`config.mk`:
```
export PLATFORM = sky130hd
export DESIGN_NAME = bufrdy_irq_status
export DESIGN_NICKNAME = d
export VERILOG_FILES = /design/src/rtl/bufrdy_pkg.sv /design/src/rtl/bufrdy_edge_det.sv /design/src/rtl/bufrdy_stat_bit.sv /design/src/rtl/bufrdy_irq_gen.sv /design/src/rtl/bufrdy_irq_status.sv
export SDC_FILE = /design/constraint.sdc
export NUM_CORES = 1
export LEC_CHECK = 0
export ABC_AREA = 1
export BUFFER_PORTS_ARGS = -buffer_cell sky130_fd_sc_hd__buf_2
export CAP_MARGIN = 20
export CORE_AREA = 8 8 61 63
export DETAILED_ROUTE_END_ITERATION = 8
export DIE_AREA = 0 0 69 71
export PLACE_DENSITY = 0.77
export SLEW_MARGIN = 20
export SYNTH_ARGS = -nofsm -noshare
export SYNTH_HDL_FRONTEND = slang
export SYNTH_SLANG_ARGS = --single-unit
```
`constraint.sdc`:
```
create_clock -name clk -period 1.4 [get_ports clk]
set_input_delay 0.42 -clock clk [delete_from_list [all_inputs] [get_ports clk]]
set_output_delay 0.42 -clock clk [all_outputs]
set_load 0.1 [all_outputs]
```
`src/rtl/bufrdy_pkg.sv`:
```
package bufrdy_pkg;
  localparam int unsigned REG_W  = 16;
  localparam int unsigned ADDR_W = 8;
  localparam logic [ADDR_W-1:0] STAT_OFFS = 8'h1A;
endpackage

```
`src/rtl/bufrdy_edge_det.sv`:
```
module bufrdy_edge_det #(
  parameter int unsigned W = 7
) (
  input  logic         clk,
  input  logic         rst_n,
  input  logic [W-1:0] sig_i,
  output logic [W-1:0] rise_o,
  output logic [W-1:0] fall_o
);
  logic [W-1:0] sig_q;

  always_ff @(posedge clk or negedge rst_n) begin
    if (!rst_n) sig_q <= '0;
    else        sig_q <= sig_i;
  end

  always_comb begin
    rise_o = sig_i & ~sig_q;
    fall_o = ~sig_i & sig_q;
  end
endmodule

```
`src/rtl/bufrdy_stat_bit.sv`:
```
module bufrdy_stat_bit (
  input  logic clk,
  input  logic rst_n,
  input  logic soft_rst,
  input  logic set_i,
  input  logic clr_i,
  output logic q_o
);
  logic q_d;

  // a set beats a clear so that no ready event is lost
  always_comb begin
    if (soft_rst)   q_d = 1'b0;
    else if (set_i) q_d = 1'b1;
    else if (clr_i) q_d = 1'b0;
    else            q_d = q_o;
  end

  always_ff @(posedge clk or negedge rst_n) begin
    if (!rst_n) q_o <= 1'b0;
    else        q_o <= q_d;
  end
endmodule

```
`src/rtl/bufrdy_irq_gen.sv`:
```
module bufrdy_irq_gen #(
  parameter int unsigned W = 7
) (
  input  logic         clk,
  input  logic         rst_n,
  input  logic         soft_rst,
  input  logic [W-1:0] stat_i,
  input  logic [W-1:0] en_i,
  output logic         irq_o
);
  logic irq_d;

  always_comb irq_d = soft_rst ? 1'b0 : |(stat_i & en_i);

  always_ff @(posedge clk or negedge rst_n) begin
    if (!rst_n) irq_o <= 1'b0;
    else        irq_o <= irq_d;
  end
endmodule

```
`src/rtl/bufrdy_irq_status.sv`:
```
module bufrdy_irq_status
  import bufrdy_pkg::*;
#(
  parameter int unsigned NUM_EP = 7
) (
  input  logic                 clk,
  input  logic                 rst_n,
  input  logic                 soft_rst,
  input  logic [NUM_EP-1:0]    ep_rdy,
  input  logic [NUM_EP-1:0]    buf_valid,
  input  logic                 ep0_dir_rd,
  input  logic                 clr_by_sw,
  input  logic [NUM_EP-1:0]    irq_en,
  input  logic                 cpu_we,
  input  logic [ADDR_W-1:0]    cpu_addr,
  input  logic [REG_W-1:0]     cpu_wdata,
  output logic [REG_W-1:0]     cpu_rdata,
  output logic [REG_W-1:0]     status_o,
  output logic                 irq_o
);
  localparam int unsigned PAD_W = REG_W - NUM_EP;

  logic [NUM_EP-1:0] v_rise, v_fall;
  logic [NUM_EP-1:0] set_vec, clr_vec, stat;
  logic              wr_hit;

  bufrdy_edge_det #(.W(NUM_EP)) u_edge (
    .clk    (clk),
    .rst_n  (rst_n),
    .sig_i  (buf_valid),
    .rise_o (v_rise),
    .fall_o (v_fall)
  );

  always_comb begin
    wr_hit = cpu_we && (cpu_addr == STAT_OFFS);
    // endpoint 0 is driven by its valid flag, only for control writes
    set_vec    = ep_rdy;
    set_vec[0] = v_rise[0] & ~ep0_dir_rd;
    if (clr_by_sw) clr_vec = wr_hit ? ~cpu_wdata[NUM_EP-1:0] : '0;
    else           clr_vec = v_fall;
  end

  for (genvar n = 0; n < NUM_EP; n++) begin : g_bit
    bufrdy_stat_bit u_bit (
      .clk      (clk),
      .rst_n    (rst_n),
      .soft_rst (soft_rst),
      .set_i    (set_vec[n]),
      .clr_i    (clr_vec[n]),
      .q_o      (stat[n])
    );
  end

  bufrdy_irq_gen #(.W(NUM_EP)) u_irq (
    .clk      (clk),
    .rst_n    (rst_n),
    .soft_rst (soft_rst),
    .stat_i   (stat),
    .en_i     (irq_en),
    .irq_o    (irq_o)
  );

  if (PAD_W > 0) begin : g_pad
    assign status_o = {{PAD_W{1'b0}}, stat};
  end else begin : g_nopad
    assign status_o = stat[REG_W-1:0];
  end

  assign cpu_rdata = (cpu_addr == STAT_OFFS) ? status_o : '0;
endmodule

```
# After elaboration in Yosys (flattened, before gate mapping)
# Cells that the tools add are included.
[word_totals] register_bits=15 latchBits=0 ramBits=0 romBits=0 in_bits=51 out_inout_bits=33 word_cells=52 mem_count=0
[classes] addsub=0 n_mul=0 div=0 order_cmp=0 n_eq_ne=1 n_shift=0 mux=25 n_bitwise=8 n_reduce_logical=9
[ops] operator="1-bit two-way mux" n=22
[ops] operator="7-bit two-way mux" n=3
[ops] operator="3-bit nonzero test" n=7
[ops] operator="7-bit bitwise AND" n=2
[ops] operator="7-bit NOT" n=2
[ops] operator="8-bit by 5-bit equality test with 1-bit output (second input constant)" n=1
[ops] operator="7-bit OR reduction" n=1
[ops] operator="1-bit bitwise AND" n=2
[ops] operator="1-bit NOT" n=2
[ops] operator="1-bit logical AND" n=1

# Logic depth before layout (Yosys ltp)
# Gate-level depths: netlist of run 1.
[depth] ltp_word=7 mapped_depth=7 depth_no_buf=7

# Modules after synthesis
# Synthesis of run 1 repeated with hierarchy kept, for this count alone.
[unflattened] cells_unflattened=166 area_unflattened_um2=1078.5
[modules_own_cells] mod="bufrdy_irq_status" instances=1 cells_per_inst=81 area_each_um2=400.4 seq_area_each_um2=0.0
[modules_own_cells] mod="bufrdy_stat_bit" instances=7 cells_per_inst=5 area_each_um2=45.0 seq_area_each_um2=25.0
[modules_own_cells] mod="bufrdy_edge_det" instances=1 cells_per_inst=35 area_each_um2=280.3 seq_area_each_um2=175.2
[modules_own_cells] mod="bufrdy_irq_gen" instances=1 cells_per_inst=15 area_each_um2=82.6 seq_area_each_um2=25.0

# Worst setup path after synthesis of run 1
# Ideal clock, no wire load.
[synth_timing] kind="input -> output" start="in cpu_addr[0]" end="out cpu_rdata[0]" t_arrival_ns=2.092 required_time_ns=0.980 slack_ns=-1.112 stages=3 n_path_buf=0 cell_sequence="nor4_2 -> nand2_2 -> nor2_1"
[synth_via] elab_chain_cells=2
[synth_rtl] element="start: declaration" line="bufrdy_irq_status.sv:15" rtl="input logic [ADDR_W-1:0] cpu_addr,"
[synth_rtl] element="8-bit by 5-bit equality test with 1-bit output" line="bufrdy_irq_status.sv:70" rtl="assign cpu_rdata = (cpu_addr == STAT_OFFS) ? status_o : '0;"
[synth_rtl] element="7-bit two-way mux" line="bufrdy_irq_status.sv:70"
[synth_rtl] element="end: declaration" line="bufrdy_irq_status.sv:17" rtl="output logic [REG_W-1:0] cpu_rdata,"
# No other way between the ends.

# Final worst setup path of run 1
[layout_timing] start="in cpu_addr[2]" end="out cpu_rdata[6]"
# Same word-level chain as after synthesis.

==> metrics.md, run 1 <==
| Metric | Value |
|---|---|
| Post-Syn Instances | 137 |
| Initial DRC Count | 22 |
| Total grt overflow | 0 |
| H-tree Lvls | 1 |
| Setup CP Type | input pin to primary output |
| Final RePlAce weighted congestion | between 0.7 and 0.8 |
| Detailed Route WL | 2970 µm |
| DR pass1 iterations | 4 |
| Avg WL per Cell | 12.9 µm |
| Multi-input gate area | 469 µm² |
| Dpl hpwl | 2420 µm |
| Max rail drop VDD | around 0.00066 V |
| Leakage | 0.873 nW |
| Final Net Count | 249 |
| Largest net degree at the start of global routing | 16 |
| Core Util, Final | between 50% and 60% |
| Detailed-route DRC error count | 0 |
| Antenna cells | 0 |
| Sw frac | 45.0% |
| Worst EP required | 0.98 ns |
| DRT antenna net count | 0 |
| Die Height | 71 µm |
| # rows | 20 |
| Cts hold-fix bufs | 0 |
| Most frequent cells in the layout | buf_2, inv_1, nand2_1, conb_1 |
| PD cells | 824 nW/µm² |
| Top cell type's share of synthesized area | 37.3% |
| Min cycle time layout | 1.78 ns |
| Sequential cell area | 375 µm² |
| Post-Syn Area | 1010 µm² |
| Failing checks | setup timing |
| RSZ-0062 raised after global routing | yes |
| First-pass GRT wire length | 4910 µm |
| Max Slew Vio Count | 0 |
| Sequential area share after synthesis | 37.3% |
| Vias per cell | ~4.3 |
| Num CTS Buffers | 3 |
| CTS tree | built |
| Layout fillers | around 270 |
| Vias after detailed routing | 982 |
| Clk buf depth | 2 |
| Clk pwr share | 18.5% |
| Post-synthesis register bit count | 15 |
| Max Clk Rate | approximately 560 MHz |
| Vias in the first global route | 1047 |
| Total power | around 0.0014 W |
| Period utilisation layout | 127% |
| DP Area | 1540 µm² |
| Yosys warning total | 0 |
| Number of max-cap violations | 0 |
| I/O Pins | 84 |
| Layout cells sized above 1 | 41.6% |
| Initial core utilization | 35.3% |
| Reg2reg setup slack | about 0.22 ns |
| TritonCTS Sinks | 15 |
| Port bufs | 55 |
| Core Footprint | about 2900 µm² |
| Combinational power share | roughly 47% |
| Hold Path Class | input pin to asynchronous set/reset pin |
| Finished Cell Area | 1650 µm² |
| CP max FO | 7 |
| Switch Pwr | 0.000612 W |
| Status | finished, violations left |
| Seq pwr share | 34.9% |
| Reg2Reg Depth | 5 |
| Reg2reg end | u_irq.irq_o |
| Synth area leader | dfrtp_1 |
| Final WS setup | -0.383 ns |
| Die W | a little under 70 µm |
| Unique masters post-synth | 20 |
| P&R area growth vs syn | 64.1% |
| Reg clk slew, reported paths | roughly 0.09 ns |
| Int Power | 0.000749 W |
| Startpoint types | input pin |
| Reg-to-Reg Start | g_bit[2].u_bit.q_o |
| Root buf cell | clkbuf_4 |
| Clock latency on the worst-skew pair | 0.28 ns |
| Initial antenna violation count | 0 |
| DIE AREA | roughly 4900 µm² |
| Final Hold Viols | 0 |
| Final setup viols | 7 |
| Worst Clk Skew | 0.00396 ns |
| Synth area leaders | dfrtp_1, buf_4, inv_1 |
| Crit end category | primary output |
| Mean area per synthesized cell | approximately 7.3 µm² |
| Most common cell after layout, fill and taps aside | buf_2 |
| GR Util All Layers | 12.0% |
| CP arrival | 1.36 ns |
==> critical path: stages <==
cell     delay [ns]
buf_8          0.10
nor4_4         0.31
nand2_4        0.19
nor2_4         0.15
buf_12         0.18
==> routing by layer <==
layer / vias up / track usage, % / share of wire [%]
li1: 493 / - / -
met1: 438 / 13.8 / 42
met2: 45 / 20.7 / 50
met3: 6 / 3.22 / 6.3
met4: 0 / 4.78 / 1.7
met5: - / 0 / 0
==> power by group through the flow <==
| stage | registers [W] | logic (W) | clock network (W) |
|---|---|---|---|
| 2_1_floorplan | 0.000502 | 0.000453 | 0 |
| 3_3_place_gp | 0.000480 | 0.000601 | 0 |
| 3_5_place_dp | 0.000481 | 0.000607 | 0 |
| 4_1_cts | 0.000475 | 0.000631 | 0.000262 |
| 5_1_grt | 0.000479 | 0.000665 | 0.000272 |
| 6_report | 0.000475 | 0.000633 | 0.000252 |
==> synthesized netlist by cell type <==
library cell,number
inv_2,1
or3_1,1
dfrtp_1,15
conb_1,1
nand3_1,8
o21ai_0,4
nand3b_1,1
nand2_1,20
buf_1,1
o21ai_1,1
a22o_1,2
buf_4,25
nand2_2,1
nor2_4,1
buf_6,1
clkinv_1,1
nor2_1,18
a21oi_1,9
inv_1,24
nor4_2,2
==> cell type report <==
| cell class | count | area share (%) |
|---|---|---|
| clock buffers | 4 | 1.59 |
| flip-flops and latches | 15 | 22.7 |
| well taps | 33 | 2.50 |
| inverters | 26 | 6.07 |
| multi-input cells | 86 | 28.4 |
| repair buffers | 66 | 38.7 |
==> registers in the layout, indices dropped and copies added (netlist names) <==
signal	cells
g_bit.u_bit.q_o	7
u_irq.irq_o	1
u_edge.sig_q	7
==> worst max path at each step <==
stage / startpoint / slack, ns / depth (start not counted) / endpoint
floorplan: cpu_addr[0] / -0.44 / 3 / cpu_rdata[0]
global placement: cpu_addr[7] / -0.41 / 5 / cpu_rdata[0]
detailed placement: cpu_addr[7] / -0.43 / 5 / cpu_rdata[0]
CTS: cpu_addr[2] / -0.41 / 5 / cpu_rdata[6]
global route: cpu_addr[2] / -0.43 / 5 / cpu_rdata[1]
finish: cpu_addr[2] / -0.38 / 5 / cpu_rdata[6]
==> per-stage QoR <==
step	hold WS (ns)	setup TNS (ns)	cells	setup slack, ns
after floorplan	0.124	-2.97	154	-0.443
after global placement	0.344	-2.77	223	-0.413
after detailed placement	0.346	-2.96	223	-0.432
after CTS	0.0315	-2.75	229	-0.413
after global routing	0.0572	-3.07	230	-0.428
final	0.0264	-2.65	230	-0.383
==> repair_timing <==
item / 4_1_cts / 5_1_grt
setup endpoints to repair: 13 / 13
setup buffers: 2 / 1
resized for setup: 16 / 1
pin swaps: 6 / 3
==> logic make-up after synthesis <==
logic type,count (synthesis),share of synthesized area [%]
buf+inv,53,29.8
compound gates,16,8.71
other cells,1,0.373
simple gates,52,23.8
flops,15,37.3
No activity file was read; power rests on OpenSTA's default activity.
==> inputs of run 2 (changes only) <==
Settings changed: CORE_AREA 8 8 61 63 to 8 8 60 62, CTS_BUF_LIST from default to sky130_fd_sc_hd__clkbuf_8, DIE_AREA 0 0 69 71 to 0 0 68 70, PLACE_DENSITY 0.77 to 0.79.
==> metrics.md, run 2 (synthesized netlist as in run 1, its figures left out) <==
| Metric | Value |
|---|---|
| Num CTS Buffers | 3 (unchanged) |
| Period utilisation layout | 128% (+0.41 points) |
| # rows | 19 (-5.0%) |
| Failing checks | setup timing |
| Clock latency on the worst-skew pair | 0.24 ns (-0.04 ns) |
| P&R area growth vs syn | 59.0% |
| Placed cell count | 217 (-2.7%) |
| Crit end category | primary output |
| Avg WL per Cell | 12.9 µm (about the same) |
| CTS tree | built |
| Final Net Count | 243 (-2.4%) |
| Vias after detailed routing | 939 (-4.4%) |
| Largest net degree at the start of global routing | 16 (unchanged) |
| Most common cell after layout, fill and taps aside | buf_2 |
| Max Slew Vio Count | 0 (unchanged) |
| Status | finished, violations left |
| Die W | 68 µm (-1.4%) |
| Die Height | 70 µm (-1.4%) |
| Layout Cells excl Fill | 222 (-3.5%) |
| Setup CP Type | input pin to primary output |
| Root buf cell | clkbuf_8 |
| Seq pwr share | 34.0% (-0.9 points) |
| Final RePlAce weighted congestion | 0.779 (+6.6%) |
| PD cells | 883 nW/µm² (+7.2%) |
| CP max FO | 7 (unchanged) |
| Switch Pwr | 0.000602 W (-1.5%) |
| I/O Pins | 84 (unchanged) |
| DRT antenna net count | 0 (unchanged) |
| H-tree Lvls | 1 (unchanged) |
| DR pass1 iterations | 5 (+1) |
| Max Clk Rate | 559 MHz (-0.32%) |
| Hold Path Class | input pin to asynchronous set/reset pin |
| Port bufs | 55 (unchanged) |
| Largest registers | g_bit.u_bit.q_o: 7 flops, u_edge.sig_q: 7 flops, u_irq.irq_o: 1 flops |
| Initial core utilization | 37.8% (+2.5 points) |
| RSZ-0062 raised after global routing | yes |
| Worst EP required | 0.98 ns (about the same) |
| Detailed Route WL | 2870 µm (-3.4%) |
| Initial DRC Count | 29 (+32%) |
| Leakage | 0.849 nW (-2.8%) |
| Initial antenna violation count | 0 (unchanged) |
| Core Footprint | 2660 µm² (-6.7%) |
| Clk pwr share | 23.6% (+5.1 points) |
| Place WS | -0.429 ns (+0.00360 ns) |
| Startpoint types | input pin |
| Max rail drop VDD | 0.000566 V (-14%) |
| Reg clk slew, reported paths | 0.06 ns (-0.03 ns) |
| Final setup viols | 7 (unchanged) |
| Layout cells sized above 1 | 39.8% (-1.8 points) |
| Most frequent cells in the layout | buf_2, inv_1, nand2_1, conb_1 |
| Antenna cells | 0 (unchanged) |
| Sw frac | 42.7% (-2.3 points) |
| DIE AREA | 4760 µm² (-2.8%) |
| Worst Clk Skew | 0.00134 ns (-0.00262 ns) |
| First-pass GRT wire length | 4560 µm (-7.0%) |
| Number of max-cap violations | 0 (unchanged) |
| Final Hold Viols | 0 (unchanged) |
| Min cycle time layout | 1.79 ns (+0.00570 ns) |
| CP arrival | 1.37 ns (about the same) |
| Vias per cell | 4.23 (-0.93%) |
| Post-Route Setup TNS | -2.71 ns (-0.0594 ns) |
| Total grt overflow | 0 (unchanged) |
| Dpl hpwl | 2430 µm (+0.50%) |
| Vias in the first global route | 1001 (-4.4%) |
| Int Power | 0.000810 W (+8.2%) |
| Final WS setup | -0.389 ns (-0.00570 ns) |
| Clk buf depth | 2 (unchanged) |
| TritonCTS Sinks | 15 (unchanged) |
| GR Util All Layers | 12.2% (+0.12 points) |
| Detailed-route DRC error count | 0 (unchanged) |
| Combinational power share | 42.4% (-4.1 points) |
run 2: cell count changes in the layout (fill, tap and decap cells not counted):
cell / delta
buf_6: -6
clkbuf_1: -1
clkbuf_4: -3
clkbuf_8: +3
inv_1: +1
run 2: repair_timing:
item	CTS	global route
endpoints found under the setup margin	7	7
gates resized for setup	8	1
pin swaps	7	5
setup buffers	0	1
hold buffers	0	0
run 2: critical path, cell delays in order:
cell and delay [ns]:
buf_8 0.10, nor4_4 0.31, nand2_4 0.20, nor2_4 0.15, buf_12 0.18
run 2: area by class of cell:
type,instances,area [µm²]
repair buffers,60,571
inverters,26,100
clock inverters,1,3.75
multi-input cells,86,469
clock buffers,3,41.3
fillers,231,1060
well taps,31,38.8
flip-flops and latches,15,375
run 2: power groups by stage:
stage          Sequential, W  Clock [W]  Combinational [W]
6_report            0.000480   0.000333           0.000599
5_1_grt             0.000484   0.000373           0.000628
4_1_cts             0.000480   0.000346           0.000598
3_5_place_dp        0.000488          0           0.000587
3_3_place_gp        0.000486          0           0.000581
2_1_floorplan       0.000502          0           0.000453
run 2: per-layer routing:
metal  global-route usage [%]  vias up  part of all wire, %
li1                         -      480                    -
met4                     2.73        0                 0.35
met5                        0        -                    0
met1                     13.5      420                   37
met2                     21.9       37                   54
met3                     3.19        2                  8.3
run 2: metrics by stage:
step | instance area, µm² | total power [W] | hold WS (ns) | utilization (%)
2_1_floorplan | 1140 | 0.000955 | 0.124 | -
3_3_place_gp | 1510 | 0.00107 | 0.338 | 56.8
3_5_place_dp | 1510 | 0.00108 | 0.348 | 56.8
4_1_cts | 1590 | 0.00142 | 0.0871 | 59.6
5_1_grt | 1600 | 0.00149 | 0.0903 | 60.1
6_report | 1600 | 0.00141 | 0.0724 | 60.1
run 2: final timing paths:
| path | startpoint | end | slack [ns] | cells past startpoint |
|---|---|---|---|---|
| setup reg to reg | g_bit[3].u_bit.q_o | u_irq.irq_o | 0.36 | 4 |
| hold / removal | rst_n | u_edge.sig_q[6] | 0.07 | 1 |
| hold reg to reg | u_edge.sig_q[0] | g_bit[0].u_bit.q_o | 0.54 | 2 |
| setup / recovery | cpu_addr[5] | cpu_rdata[4] | -0.39 | 5 |
| min in group clk | buf_valid[6] | u_edge.sig_q[6] | 0.29 | 1 |
| max in group asynchronous | rst_n | u_edge.sig_q[3] | 1.08 | 1 |
==> inputs of run 3 (changes only) <==
Settings changed: TNS_END_PERCENT from default to 5.
==> metrics.md, run 3 (synthesized netlist as in run 1, its figures left out) <==
| Metric | Value |
|---|---|
| Most common cell after layout, fill and taps aside | buf_2 |
| Period utilisation layout | 128% (-0.14 points) |
| Most frequent cells in the layout | buf_2, inv_1, nand2_1, conb_1 |
| Final RePlAce weighted congestion | 0.759 (-2.6%) |
| Largest registers | g_bit.u_bit.q_o: 7 flops, u_edge.sig_q: 7 flops, u_irq.irq_o: 1 flops |
| Met3 routed WL | 235 µm (-0.84%) |
| Largest net degree at the start of global routing | 16 (unchanged) |
| Min cycle time layout | 1.79 ns (-0.00195 ns) |
| Hold slack | 0.0656 ns (-0.00678 ns) |
| Status | finished, violations left |
| Worst path cell trace | buf_8 > inv_4 > nor4_4 > nand2_4 > nor2_4 > buf_12 |
| Die W | 68 µm (unchanged) |
| Vias per cell | 4.27 (+0.93%) |
| Vias after detailed routing | 952 (+1.4%) |
| Postcts setup bufs | 0 (unchanged) |
| DIE AREA | 4760 µm² (unchanged) |
| Slowest-stage cell, CP | nor4_4 |
| RSZ-0062 raised after global routing | yes |
| Max layer used | met4 |
| First-pass GRT wire length | 4780 µm (+4.8%) |
| DRT antenna net count | 0 (unchanged) |
| Core Footprint | 2660 µm² (unchanged) |
| Placed cell count | 219 (+0.92%) |
| Met1 wire length | 1050 µm (-0.94%) |
| Clk buf depth | 2 (unchanged) |
| Total power | 0.00144 W (+2.0%) |
| Dpl hpwl | 2400 µm (-1.2%) |
| Final Net Count | 244 (+0.41%) |
| Total grt overflow | 0 (unchanged) |
| Max incr delay on CP | 0.30 ns (about the same) |
| Final WS setup | -0.387 ns (+0.00195 ns) |
| Final setup viols | 7 (unchanged) |
| Reg clk slew, reported paths | 0.06 ns (about the same) |
| Layout cells sized above 1 | 40.6% (+0.83 points) |
| Worst Clk Skew | 0.00284 ns (+0.00150 ns) |
| Detailed-route DRC error count | 0 (unchanged) |
| CP bufs+invs | 3 (+1) |
| Leakage | 0.853 nW (+0.55%) |
| Antenna cells | 0 (unchanged) |
| WL met2 | 1530 µm (-2.1%) |
| Root buf cell | clkbuf_8 |
| Initial core utilization | 37.8% (unchanged) |
| Initial DRC Count | 30 (+3.4%) |
| Port bufs | 55 (unchanged) |
| Vias in the first global route | 1128 (+13%) |
| Max Clk Rate | 560 MHz (+0.11%) |
| CTS tree | built |
| CP max FO | 7 (unchanged) |
| Max rail drop VDD | 0.000537 V (-5.0%) |
| Setup CP Type | input pin to primary output |
| Hold Path Class | input pin to asynchronous set/reset pin |
| Crit end category | primary output |
| P&R area growth vs syn | 60.2% |
| Detailed Route WL | 2890 µm (+0.59%) |
| TritonCTS Sinks | 15 (unchanged) |
| Num CTS Buffers | 3 (unchanged) |
| Initial antenna violation count | 0 (unchanged) |
| Final Hold Viols | 0 (unchanged) |
| Startpoint types | input pin |
| H-tree Lvls | 1 (unchanged) |
| GR Util All Layers | 12.9% (+0.70 points) |
| Layout Cells excl Fill | 223 (+0.45%) |
| PD cells | 894 nW/µm² (+1.2%) |
| Clock latency on the worst-skew pair | 0.25 ns (about the same) |
| Post-Route Setup TNS | -2.63 ns (+0.0738 ns) |
| # rows | 19 (unchanged) |
| Die Height | 70 µm (unchanged) |
| Failing checks | setup timing |
| CP arrival | 1.37 ns (about the same) |
| Top Family by Delay on Critical Path | simple AND/OR/NAND/NOR gates |
| Avg WL per Cell | 12.9 µm (+0.14%) |
| I/O Pins | 84 (unchanged) |
| Number of max-cap violations | 0 (unchanged) |
| DR pass1 iterations | 4 (-1) |
| Max Slew Vio Count | 0 (unchanged) |
| Worst EP required | 0.98 ns (about the same) |
-- run 3: changes by cell type in the layout (fill, tap and decap cells not counted) --
cell,before,now
buf_8,2,1
clkinv_2,0,1
inv_1,24,23
buf_4,5,4
buf_6,2,5
-- run 3: routing by layer --
layer,vias up,global-route usage [%]
met5,-,0
met4,0,6.38
met3,8,4.47
met2,37,22.3
met1,424,12.9
li1,483,-
-- run 3: final cells by class --
type	instances	area, µm²
fill	228	1050
multi-input combinational	86	469
inverter	26	100
sequential	15	375
clock buffer	3	41.3
clock inverter	1	5.00
tap	31	38.8
timing repair buffer	61	582
-- run 3: path summary, 6_finish.rpt --
path                                    start                  to  slack (ns)  depth (start not counted)
max                               cpu_addr[4]        cpu_rdata[0]       -0.39                          6
min                                     rst_n     u_edge.sig_q[1]        0.07                          1
max reg2reg                g_bit[2].u_bit.q_o         u_irq.irq_o        0.33                          4
min reg2reg                   u_edge.sig_q[0]  g_bit[0].u_bit.q_o        0.54                          2
max in group asynchronous               rst_n     u_edge.sig_q[5]        1.08                          1
min in group clk                 buf_valid[1]     u_edge.sig_q[1]        0.28                          1
-- run 3: per-stage QoR --
| step | util, % | instance area, µm² | setup slack, ns |
|---|---|---|---|
| 4_1_cts | 60.2 | 1600 | -0.396 |
| 3_5_place_dp | 57.3 | 1530 | -0.439 |
| 5_1_grt | 60.5 | 1610 | -0.450 |
| 6_report | 60.5 | 1610 | -0.387 |
| 3_3_place_gp | 57.3 | 1530 | -0.417 |
| 2_1_floorplan | - | 1140 | -0.443 |
-- run 3: what timing repair did --
| action | CTS | global route |
|---|---|---|
| pin swaps | 4 | 0 |
| hold buffers | 0 | 0 |
| gates resized for setup | 9 | 2 |
| setup endpoints to repair | 7 | 9 |
-- run 3: power by group --
| part | internal (W) | switching [W] | total [W] |
|---|---|---|---|
| Clock | 0.000197 | 0.000159 | 0.000356 |
| Combinational | 0.000160 | 0.000447 | 0.000608 |
| Sequential | 0.000460 | 0.0000165 | 0.000476 |
| Total | 0.000818 | 0.000623 | 0.00144 |
